<file path="config.mk">
export PLATFORM = sky130hd
export DESIGN_NAME = mp_addr_filter
export DESIGN_NICKNAME = d
export VERILOG_FILES = /design/src/rtl/mp_filt_pkg.sv /design/src/rtl/mp_addr_match.sv /design/src/rtl/mp_sel_ctrl.sv /design/src/rtl/mp_frame_err.sv /design/src/rtl/mp_addr_filter.sv
export SDC_FILE = /design/constraint.sdc
export NUM_CORES = 1
export LEC_CHECK = 0
export ABC_AREA = 1
export BUFFER_PORTS_ARGS = -buffer_cell sky130_fd_sc_hd__buf_2
export CELL_PAD_IN_SITES_DETAIL_PLACEMENT = 0
export CELL_PAD_IN_SITES_GLOBAL_PLACEMENT = 1
export CORE_MARGIN = 2
export CORE_UTILIZATION = 31
export DETAILED_ROUTE_END_ITERATION = 7
export PLACE_DENSITY_LB_ADDON = 0.1
export SYNTH_ARGS = -nofsm -noshare
export SYNTH_HDL_FRONTEND = slang
export SYNTH_SLANG_ARGS = --single-unit
export TNS_END_PERCENT = 20
</file>
<file path="constraint.sdc">
create_clock -name clk -period 2 [get_ports clk]
set_input_delay 0.2 -clock clk [delete_from_list [all_inputs] [get_ports clk]]
set_output_delay 0.2 -clock clk [all_outputs]
set_load 0.02 [all_outputs]
</file>
<file path="src/rtl/mp_filt_pkg.sv">
package mp_filt_pkg;
  typedef enum logic [1:0] {
    FR_NONE = 2'd0,
    FR_ADDR = 2'd1,
    FR_DATA = 2'd2,
    FR_RAW  = 2'd3
  } fr_kind_e;
endpackage

</file>
<file path="src/rtl/mp_addr_match.sv">
module mp_addr_match #(
  parameter int DATA_W = 8
) (
  input  logic [DATA_W-1:0] rx_byte,
  input  logic [DATA_W-1:0] own_addr,
  input  logic [DATA_W-1:0] own_mask,
  output logic              given_hit,
  output logic              bcast_hit
);
  logic [DATA_W-1:0] given_ok;
  logic [DATA_W-1:0] bcast_ok;

  // Per-bit compare: a masked-off bit always agrees; a broadcast bit
  // is only demanded where address OR mask is one.
  for (genvar b = 0; b < DATA_W; b++) begin : g_bit
    assign given_ok[b] = ~own_mask[b] | ~(rx_byte[b] ^ own_addr[b]);
    assign bcast_ok[b] = ~(own_addr[b] | own_mask[b]) | rx_byte[b];
  end

  assign given_hit = &given_ok;
  assign bcast_hit = &bcast_ok;
endmodule

</file>
<file path="src/rtl/mp_sel_ctrl.sv">
module mp_sel_ctrl
  import mp_filt_pkg::*;
#(
  parameter int DATA_W = 8
) (
  input  logic              clk,
  input  logic              rst_n,
  input  logic              mp_en,
  input  logic              rx_valid,
  input  logic [DATA_W-1:0] rx_byte,
  input  logic              rx_bit8,
  input  logic              addr_hit,
  output logic              flag_q,
  output logic [DATA_W-1:0] byte_q,
  output logic              is_addr_q,
  output logic              sel_q
);
  fr_kind_e          kind;
  logic              flag_d;
  logic              sel_d;
  logic              take_byte;

  always_comb begin
    if (!rx_valid)    kind = FR_NONE;
    else if (!mp_en)  kind = FR_RAW;
    else if (rx_bit8) kind = FR_ADDR;
    else              kind = FR_DATA;
  end

  always_comb begin
    flag_d = 1'b0;
    sel_d  = sel_q;
    unique case (kind)
      FR_NONE: ;
      FR_RAW:  flag_d = 1'b1;
      FR_ADDR: begin
        flag_d = addr_hit;
        sel_d  = addr_hit;
      end
      FR_DATA: flag_d = sel_q;
    endcase
  end

  assign take_byte = flag_d;

  always_ff @(posedge clk or negedge rst_n) begin
    if (!rst_n) begin
      flag_q <= 1'b0;
      sel_q  <= 1'b0;
    end else begin
      flag_q <= flag_d;
      sel_q  <= sel_d;
    end
  end

  always_ff @(posedge clk or negedge rst_n) begin
    if (!rst_n) begin
      byte_q    <= '0;
      is_addr_q <= 1'b0;
    end else if (take_byte) begin
      byte_q    <= rx_byte;
      is_addr_q <= rx_bit8;
    end
  end
endmodule

</file>
<file path="src/rtl/mp_frame_err.sv">
module mp_frame_err (
  input  logic clk,
  input  logic rst_n,
  input  logic rx_valid,
  input  logic rx_stop,
  input  logic fe_sel,
  input  logic fe_clr,
  output logic fe_q,
  output logic stop_q
);
  logic fe_d;
  logic stop_d;
  logic fe_set;

  assign fe_set = rx_valid & fe_sel & ~rx_stop;

  always_comb begin
    fe_d = fe_q;
    if (fe_clr) fe_d = 1'b0;
    if (fe_set) fe_d = 1'b1;
    stop_d = rx_valid ? rx_stop : stop_q;
  end

  always_ff @(posedge clk or negedge rst_n) begin
    if (!rst_n) begin
      fe_q   <= 1'b0;
      stop_q <= 1'b1;
    end else begin
      fe_q   <= fe_d;
      stop_q <= stop_d;
    end
  end
endmodule

</file>
<file path="src/rtl/mp_addr_filter.sv">
module mp_addr_filter #(
  parameter int DATA_W   = 8,
  parameter int SYNC_STG = 2
) (
  input  logic              clk,
  input  logic              rst_n,
  input  logic              mp_en_i,
  input  logic              fe_sel_i,
  input  logic              fe_clr_i,
  input  logic [DATA_W-1:0] node_addr_i,
  input  logic [DATA_W-1:0] node_mask_i,
  input  logic              rx_valid_i,
  input  logic [DATA_W-1:0] rx_data_i,
  input  logic              rx_bit8_i,
  input  logic              rx_stop_i,
  output logic              rx_flag_o,
  output logic [DATA_W-1:0] rx_byte_o,
  output logic              rx_is_addr_o,
  output logic              selected_o,
  output logic              fe_flag_o,
  output logic              status_o
);
  localparam int SYNC_MSB = SYNC_STG - 1;

  logic [SYNC_MSB:0] rst_pipe;
  logic              rst_n_int;
  logic              given_hit;
  logic              bcast_hit;
  logic              stop_last;

  // Assert asynchronously, release on a clock edge.
  always_ff @(posedge clk or negedge rst_n) begin
    if (!rst_n) rst_pipe <= '0;
    else        rst_pipe <= {rst_pipe[SYNC_MSB-1:0], 1'b1};
  end
  assign rst_n_int = rst_pipe[SYNC_MSB];

  mp_addr_match #(.DATA_W(DATA_W)) u_match (
    .rx_byte   (rx_data_i),
    .own_addr  (node_addr_i),
    .own_mask  (node_mask_i),
    .given_hit (given_hit),
    .bcast_hit (bcast_hit)
  );

  mp_sel_ctrl #(.DATA_W(DATA_W)) u_sel (
    .clk       (clk),
    .rst_n     (rst_n_int),
    .mp_en     (mp_en_i),
    .rx_valid  (rx_valid_i),
    .rx_byte   (rx_data_i),
    .rx_bit8   (rx_bit8_i),
    .addr_hit  (given_hit | bcast_hit),
    .flag_q    (rx_flag_o),
    .byte_q    (rx_byte_o),
    .is_addr_q (rx_is_addr_o),
    .sel_q     (selected_o)
  );

  mp_frame_err u_fe (
    .clk      (clk),
    .rst_n    (rst_n_int),
    .rx_valid (rx_valid_i),
    .rx_stop  (rx_stop_i),
    .fe_sel   (fe_sel_i),
    .fe_clr   (fe_clr_i),
    .fe_q     (fe_flag_o),
    .stop_q   (stop_last)
  );

  assign status_o = fe_sel_i ? fe_flag_o : stop_last;
endmodule

</file>
==> qor.csv, run 1 <==
metric,value,unit
outcome,"complete, no violations",
finalSetupTns,0,ns
hold_class,primary input to register,
max_cap_viol_count,0,
crit_fanout,2,
synth_common_cells,"48 x nand2_1, 19 x inv_1, 17 x nand3_1, 14 x dfrtp_1, 9 x o21ai_0",
path_buf_inv,2,
muxShareOfSynthArea,0,%
synth_top_family_by_area,simple AND/OR/NAND/NOR gates,
yosysUniqueCellTypes,13,
clkSlewWorstSetupHoldPaths,0.08,ns
crit_slowest_cell,dfstp_2,
power_switching,242,uW
period_minus_slack,1.34,ns
hold_start,fe_clr_i,
antenna_found_initial,0,
slowest_delay,0.52,ns
p_per_area,666,mW/mm^2
crit_type,register to output pin,
drtIter0Drc,30,
worst_pin_slew,0.502,ns
drive_gt1_share,30.6,%
power_frac_comb,28.8,%
cts_setup_buffers,0,
slew_viol_final,0,
rsz0062_at_grt,false,
cts_buffers,3,
grt_overflow,0,
fillers,289,
via_per_inst,4.46,
netlist_instances,122,
power_frac_seq,49.1,%
start_util,33.2,%
synth_edf_count,0,
wl_per_cell,9.62,microns
synth_top_area_share,41.8,%
first_global_vias,804,
r2r_end,u_sel.byte_q[4],
grt_pass1_wl,3400,microns
grt_util_all_layers,13.7,%
cts_buffer_depth,2,
avgSynthCellArea,6.87,sq um
cp_cell_sequence,inv_1 > o21ai_0 > buf_2,
ys_seq_elements,15,
ir_worst_vdd,482,uV
synth_fp_nets,154,
first_pass_iters,4,
internal-power,503,uW
dieArea,0.00314,sq mm
cts.sinks,15,
grt_max_degree,14,
holdPathStages,2,
dp_hpwl,1600,microns
p_leak,0.000686,uW
r2r-start,u_sel.sel_q,
synthFlopType,dfrtp_1,
antenna_cells,0,
dr_total_vias,892,
die_h,56,microns
rrSetupSlack,0.81,ns
worstRegToRegCells,6,
postRouteAntennaNets,0,
insertion_delay,0.27,ns
synthXorXnorAreaFrac,0,%
netlist_area,838,sq um
yosys-top-cells-area,"dfrtp_1 42%, nand2_1 21%, nand3_1 10%, inv_1 8.5%, o21ai_0 5.4%",
fin_nets,203,
root_buffer,clkbuf_4,
rows,18,
whs_endpoint,u_fe.fe_q,
timing.fmax,0.747,GHz
cp.required,1.80,ns
cp-start-kind,register,
dp_slack,0.623,ns
async_flop_share,100,%
relSlewSlack,66.5,%
htreeDepth,1,
fin_skew,0.00243,ns
endpoint_kind,output pin,
synthAdderAreaFrac,0,%
hold_viol_final,0,
die_x,56,microns
synth_simple_gate_area_share,36.6,%
yosys_warnings,0,
syn2layout_area_growth,33.4,%
swShare,32.5,%
crit_family,flip-flops,
yosysTopAreaCell,dfrtp_1,
cts_tree,built,
period_share,66.9,%
core,0.00252,sq mm
setup_ws,0.662,ns
synth-compound-area-share,7.91,%
pin_count,45,
synth_most_common_cell,nand2_1,
worstPathArrival,1.14,ns
finalSetupViolations,0,
io_buffers,44,
gp_congestion,0.712,
power.share.clock,22.1,%
yosysSeqAreaShare,44.9,%
route.detailed.drc,0,
routed_wl,1920,microns
-- metrics by stage --
| stage | cell area [sq um] | power (uW) | hold WS, ns | instances | utilization, % |
|---|---|---|---|---|---|
| 6_report | 1120 | 744 | 0.111 | 200 | 44.3 |
| 4_1_cts | 1120 | 758 | 0.103 | 200 | 44.3 |
| 2_1_floorplan | 838 | 490 | -0.0956 | 122 | - |
| 3_5_place_dp | 1080 | 588 | -0.0143 | 195 | 42.9 |
| 3_3_place_gp | 1080 | 583 | -0.0155 | 195 | 42.9 |
| 5_1_grt | 1120 | 801 | 0.0974 | 200 | 44.3 |
-- power by group through the flow --
stage,registers [uW],clock network (uW),logic [uW]
after floorplan,411,0,79.5
after global placement,371,0,212
after detailed placement,372,0,215
after CTS,367,173,218
after global routing,371,186,244
final,365,165,214
-- per-layer routing --
metal / GRT usage, % / wire (microns) / vias to the layer above
met2: 21.7 / 915 / 30
met5: 0 / 0 / -
met3: 5.58 / 158 / 2
met1: 18.3 / 843 / 386
met4: 1.02 / 6 / 0
li1: - / - / 474
-- cell type report --
| type | instances | area (sq um) | share of cell area [%] |
|---|---|---|---|
| flip-flops and latches | 15 | 377 | 33.7 |
| multi-input cells | 87 | 377 | 33.7 |
| repair buffers | 45 | 230 | 20.6 |
| inverters | 19 | 71.3 | 6.38 |
| well taps | 30 | 37.5 | 3.36 |
| clock buffers | 4 | 26.3 | 2.35 |
-- worst register-to-register path: cells and delay by family (launching register included) --
kind / cells / cell delay (ns)
simple gates: 4 / 0.55
compound gates: 1 / 0.18
flops: 1 / 0.35
buf+inv: 1 / 0.05
-- registers in the layout (all words and copies together), names as in the netlist --
register	cells
u_sel.byte_q	8
u_fe.stop_q	1
u_fe.fe_q	1
u_sel.sel_q	1
u_sel.flag_q	1
u_sel.is_addr_q	1
rst_pipe	2
-- what timing repair did --
action,in CTS,in global routing
hold buffers,1,0
resized for setup,0,0
hold endpoints to repair,2,0
-- layout by cell type (no fill, tap or decap), types with 3 or more instances in the layout --
cell,n
inv_1,19
nand3_1,17
o21ai_1,3
dfrtp_1,14
nand2_2,3
nand2_1,48
clkbuf_4,3
o21ai_0,9
nor2_1,4
buf_2,44
-- cell families (layout without fill, tap and decap cells) --
kind of cell,after synthesis,in the layout
buffers and inverters,20,68
AO/OA/AOI/OAI,13,13
AND/OR/NAND/NOR,73,73
flip-flops,15,15
other,1,1
-- how the worst max path moves through the flow --
stage,start,endpoint,slack [ns],cells after the start
floorplan,u_fe.stop_q,status_o,0.80,2
global placement,node_addr_i[7],u_sel.is_addr_q,0.65,10
detailed placement,node_addr_i[7],u_sel.is_addr_q,0.62,10
CTS,u_fe.stop_q,status_o,0.65,3
global route,u_fe.stop_q,status_o,0.56,3
finish,u_fe.stop_q,status_o,0.66,3
Power figures use the tool's default switching activity.
==> run 2, diff against run 1 <==
--- a/config.mk
+++ b/config.mk
@@ -10,7 +10,7 @@
 export CELL_PAD_IN_SITES_DETAIL_PLACEMENT = 0
 export CELL_PAD_IN_SITES_GLOBAL_PLACEMENT = 1
 export CORE_MARGIN = 2
-export CORE_UTILIZATION = 31
+export CORE_UTILIZATION = 26
 export DETAILED_ROUTE_END_ITERATION = 7
 export PLACE_DENSITY_LB_ADDON = 0.1
 export SYNTH_ARGS = -nofsm -noshare
==> constraint.sdc (replaced) <==
create_clock -name clk -period 1.1 [get_ports clk]
set_input_delay 0.11 -clock clk [delete_from_list [all_inputs] [get_ports clk]]
set_output_delay 0.11 -clock clk [all_outputs]
set_load 0.02 [all_outputs]
==> qor.csv, run 2 (synthesis gave the netlist of run 1 again) <==
metric,value,unit
total_power,1400,uW
clkSlewWorstSetupHoldPaths,0.08,ns
mostFrequentLayoutCell,nand2_1,
rows,20,
grt_overflow,0,
grt_util_all_layers,12.4,%
pin_count,45,
grt_max_degree,14,
largest_register_ffs,8,
routed_wl,2080,microns
antenna_cells,0,
grt_pass1_wl,3440,microns
antenna_found_initial,0,
die_x,60.8,microns
period_minus_slack,1.18,ns
p_per_area,1140,mW/mm^2
root_buffer,clkbuf_4,
cp.required,0.99,ns
drive_gt1_share,36.3,%
cts_tree,built,
outcome,finished with violations,
endpoint_kind,output pin,
register_area,378,sq um
cp-start-kind,register,
die_h,60.8,microns
start_util,27.5,%
max_cap_viol_count,0,
dp.cells,217,
route.detailed.drc,0,
via_per_inst,4.19,
rsz0062_at_grt,true,
dieArea,0.00369,sq mm
first_global_vias,821,
worstPathArrival,1.07,ns
drtIter0Drc,21,
cts_buffers,3,
dp_slack,-0.161,ns
relSlewSlack,65.9,%
cts.sinks,15,
gp_congestion,0.700,
final_cell_mix,"49 x nand2_1, 43 x buf_2, 17 x inv_1, 17 x nand3_1, 13 x dfrtp_1",
finalSetupViolations,1,
fin_cells,223,
fin_nets,212,
reg_top3,"u_sel.byte_q (8), rst_pipe (2)",
wl_per_cell,9.32,microns
insertion_delay,0.27,ns
period_share,108,%
first_pass_iters,4,
multi_input_area,398,sq um
postRouteAntennaNets,0,
hold_viol_final,0,
fillers,342,
dr_total_vias,935,
cts_setup_buffers,0,
slew_viol_final,0,
core,0.00305,sq mm
syn2layout_area_growth,46.1,%
cts_buffer_depth,2,
ir_worst_vdd,346,uV
io_buffers,44,
fin_skew,0.00703,ns
timing.fmax,0.845,GHz
crit_fanout,2,
violations,setup timing,
crit_type,register to output pin,
dp_hpwl,1680,microns
hold_class,primary input to register,
p_leak,0.000742,uW
setup_ws,-0.0841,ns
htreeDepth,1,
worst_pin_slew,0.512,ns
top_register,u_sel.byte_q,
-- run 2: cell types whose count changed in the layout (fill, tap and decap cells not counted) --
cell	delta
inv_2	+2
o21ai_2	+2
dfrtp_2	+1
buf_2	-1
dfrtp_1	-1
inv_1	-2
o21ai_0	-2
nand2_1	+1
nand2_2	-2
buf_6	+1
nand2_4	+2
buf_4	+8
-- run 2: layout make-up --
class / instances / share of cell area (%)
well taps: 44 / 4.49
inverters: 19 / 5.82
flip-flops and latches: 15 / 30.8
clock buffers: 4 / 2.15
multi-input cells: 88 / 32.5
repair buffers: 53 / 24.2
-- run 2: power by group --
part	leakage [uW]	internal, uW	switching (uW)
clock network	0.0000150	140	163
registers	0.000181	622	42.7
logic	0.000546	179	252
-- run 2: path summary, 6_finish.rpt --
kind | start | end | slack, ns | cells past startpoint
hold / removal | fe_clr_i | u_fe.fe_q | 0.03 | 2
hold reg to reg | rst_pipe[1] | u_sel.byte_q[3] | 0.20 | 0
setup / recovery | u_fe.stop_q | status_o | -0.08 | 3
max in group asynchronous | rst_pipe[1] | u_sel.sel_q | 0.53 | 0
setup reg to reg | u_sel.sel_q | u_sel.byte_q[7] | 0.07 | 6
min in group asynchronous | rst_n | rst_pipe[0] | 0.14 | 2
-- run 2: metal layers --
layer | vias to the layer above | global-route usage, % | part of all wire [%]
met3 | 2 | 1.71 | 4.5
met4 | 0 | 6.52 | 1.3
met1 | 416 | 15.7 | 45
li1 | 495 | - | -
met5 | - | 0 | 0
met2 | 22 | 20.6 | 49
-- run 2: what timing repair did --
| action | 4_1_cts | 5_1_grt |
|---|---|---|
| hold buffers | 1 | 0 |
| endpoints found under the setup margin | 10 | 9 |
| pin swaps | 1 | 2 |
| resized for setup | 4 | 4 |
| hold endpoints to repair | 2 | 0 |
| gates cloned | 1 | 0 |
-- run 2: worst max-delay path: stages (launching register included) --
cell and delay [ns]:
dfstp_2 0.53, inv_2 0.03, o21ai_2 0.11, buf_6 0.13
-- run 2: per-stage QoR --
step                      setup TNS, ns  utilization (%)  area, sq um  hold WS (ns)
after floorplan                       0                -          845        -0.186
after global placement            -1.49             38.2         1170        -0.105
after detailed placement          -1.48             38.2         1170        -0.103
after CTS                        -0.121             39.7         1210        0.0108
after global routing             -0.172             40.1         1220       0.00362
final                           -0.0841             40.1         1220        0.0253
==> run 3, diff against run 2 <==
--- a/config.mk
+++ b/config.mk
@@ -6,14 +6,16 @@
 export NUM_CORES = 1
 export LEC_CHECK = 0
 export ABC_AREA = 1
-export BUFFER_PORTS_ARGS = -buffer_cell sky130_fd_sc_hd__buf_2
+export CAP_MARGIN = 20
 export CELL_PAD_IN_SITES_DETAIL_PLACEMENT = 0
 export CELL_PAD_IN_SITES_GLOBAL_PLACEMENT = 1
 export CORE_MARGIN = 2
-export CORE_UTILIZATION = 26
+export CORE_UTILIZATION = 36
 export DETAILED_ROUTE_END_ITERATION = 7
+export DONT_BUFFER_PORTS = 1
 export PLACE_DENSITY_LB_ADDON = 0.1
 export SYNTH_ARGS = -nofsm -noshare
 export SYNTH_HDL_FRONTEND = slang
+export SYNTH_HIERARCHICAL = 1
 export SYNTH_SLANG_ARGS = --single-unit
 export TNS_END_PERCENT = 20
==> qor.csv, run 3 <==
metric,value,unit
outcome,"complete, no violations",
utilization,49.4,%
gp_congestion,0.721,
die_h,52.4,microns
fillers,240,
r2r-start,u_sel/sel_q,
p_per_area,1250,mW/mm^2
endpoint_kind,output pin,
placed_cell_area,896,sq um
drive_gt1_share,11.5,%
whs_endpoint,u_sel/sel_q,
async_flop_share,100,%
multi_input_area,449,sq um
timing.fmax,0.923,GHz
fin_area,0.00109,sq mm
use_met3,4.29,%
core,0.00221,sq mm
reg_top3,"u_sel/byte_q (8), rst_pipe (2)",
ir_worst_vdd,561,uV
ys_seq_elements,15,
pin_count,45,
yosysSeqAreaShare,44.7,%
worst_pin_slew,0.530,ns
grt_overflow,0,
grt_use_met1,19.5,%
synth_fp_nets,151,
max_cap_viol_count,0,
netlist_instances,119,
antenna_found_initial,0,
fin_nets,172,
hold_class,primary input to register,
worstRegToRegCells,6,
die_x,52.4,microns
top_register,u_sel/byte_q,
syn2layout_area_growth,29.7,%
dr_total_vias,783,
yosys-top-cells-area,"dfrtp_1 42%, nand2_1 20%, nand3_1 7.1%, nor2_1 7.1%, o21bai_1 5.3%",
crit_fanout,2,
via_per_inst,4.69,
postRouteAntennaNets,0,
clkSlewWorstSetupHoldPaths,0.10,ns
finalSetupViolations,0,
grt_util_all_layers,16.2,%
busiest_layer,met2,
synth_top_area_share,41.5,%
root_buffer,clkbuf_4,
rrSetupSlack,0.10,ns
insertion_delay,0.28,ns
netlist_area,843,sq um
dp_slack,-0.191,ns
dieArea,0.00275,sq mm
synth_edf_count,0,
htreeDepth,1,
cts.sinks,15,
fin_cells,167,
period_share,98.5,%
worstPathArrival,0.97,ns
cp.required,0.99,ns
dp.cells,149,
crit_type,register to output pin,
yosys_warnings,6,
drtIter0Drc,15,
first_pass_iters,4,
rsz0062_at_grt,true,
mostFrequentLayoutCell,nand2_1,
register_area,378,sq um
dp_hpwl,1530,microns
antenna_cells,0,
grtUsageMet2,27.1,%
hold_viol_final,0,
synth_common_cells,"46 x nand2_1, 16 x nor2_1, 14 x dfrtp_1, 12 x nand3_1, 11 x inv_1",
synthFlopType,dfrtp_1,
rows,17,
period_minus_slack,1.08,ns
cts_buffer_depth,2,
cp-start-kind,register,
routed_wl,2050,microns
holdPathStages,3,
setup_ws,0.0166,ns
wl_per_cell,12.3,microns
grt_max_degree,14,
avgSynthCellArea,7.09,sq um
yosysUniqueCellTypes,17,
cts_buffers,3,
relSlewSlack,64.7,%
cts_setup_buffers,0,
grt_pass1_wl,3210,microns
r2r_end,u_sel/byte_q[1],
p_leak,0.000568,uW
synth_most_common_cell,nand2_1,
hold_start,rx_valid_i,
route.detailed.drc,0,
yosysTopAreaCell,dfrtp_1,
largest_register_ffs,8,
io_buffers,0,
first_global_vias,788,
cts_tree,built,
final_cell_mix,"43 x nand2_1, 16 x nor2_1, 14 x dlygate4sd3_1",
fin_skew,0.00575,ns
slew_viol_final,0,
start_util,38.1,%
run 3: cell count changes after synthesis, moves of 2 or more:
cell and change:
nor2_1 +12, inv_1 -8, o21ai_0 -6, o21bai_1 +6
nand3_1 -5, nand2_2 -3, nand2_1 -2, nand4_1 +2
o21ai_1 -2
run 3: per-layer routing:
layer	up-vias	routed length [microns]
li1	416	-
met1	336	891
met2	31	987
met3	0	173
met4	0	0
met5	-	0
run 3: worst max-delay path by stage:
stage                     slack [ns]           start              end  cells after the start
after global routing           -0.02     u_fe/stop_q         status_o                      2
after CTS                     -0.009     u_fe/stop_q         status_o                      2
final                           0.02     u_fe/stop_q         status_o                      2
after detailed placement       -0.19  node_addr_i[2]  u_sel/byte_q[7]                     10
after floorplan                0.004  node_addr_i[2]  u_sel/byte_q[0]                     10
after global placement         -0.17  node_addr_i[2]  u_sel/byte_q[4]                     10
run 3: cell type report:
| class | instances | share of cell area (%) |
|---|---|---|
| inverters | 11 | 3.78 |
| clock buffers | 3 | 2.06 |
| repair buffers | 17 | 14.9 |
| flip-flops and latches | 15 | 34.6 |
| multi-input cells | 92 | 41.1 |
| clock inverters | 1 | 0.458 |
| well taps | 28 | 3.20 |
run 3: critical path, cell delays in order (launching register included):
cell and delay, ns:
dfstp_2 0.55, nand2_2 0.06, nand2_4 0.08
run 3: cell families (layout without fill, tap and decap cells):
group	Yosys count	after routing	synth area share, %
AND/OR/NAND/NOR	81	81	41.7
flip-flops	15	15	44.7
buffers and inverters	12	32	5.49
AO/OA/AOI/OAI	10	10	7.71
other	1	1	0.445
run 3: where the power goes:
part | leakage [uW] | internal [uW] | switching, uW
registers | 0.000184 | 634 | 157
logic | 0.000367 | 125 | 129
clock network | 0.0000177 | 135 | 182
total | 0.000568 | 894 | 468
run 3: metrics by stage:
stage,total power [uW],hold WS (ns),TNS (ns)
2_1_floorplan,944,-0.186,0
3_3_place_gp,999,-0.186,-1.47
3_5_place_dp,1010,-0.186,-1.63
4_1_cts,1380,0.00544,-0.00937
5_1_grt,1460,0.0212,-0.0273
6_report,1360,0.0194,0
run 3: repair_timing:
| item | 4_1_cts | 5_1_grt |
|---|---|---|
| hold buffers | 14 | 0 |
| resized for setup | 4 | 3 |
| setup endpoints to repair | 1 | 10 |
| hold endpoints to repair | 13 | 0 |
| pin swaps | 2 | 1 |
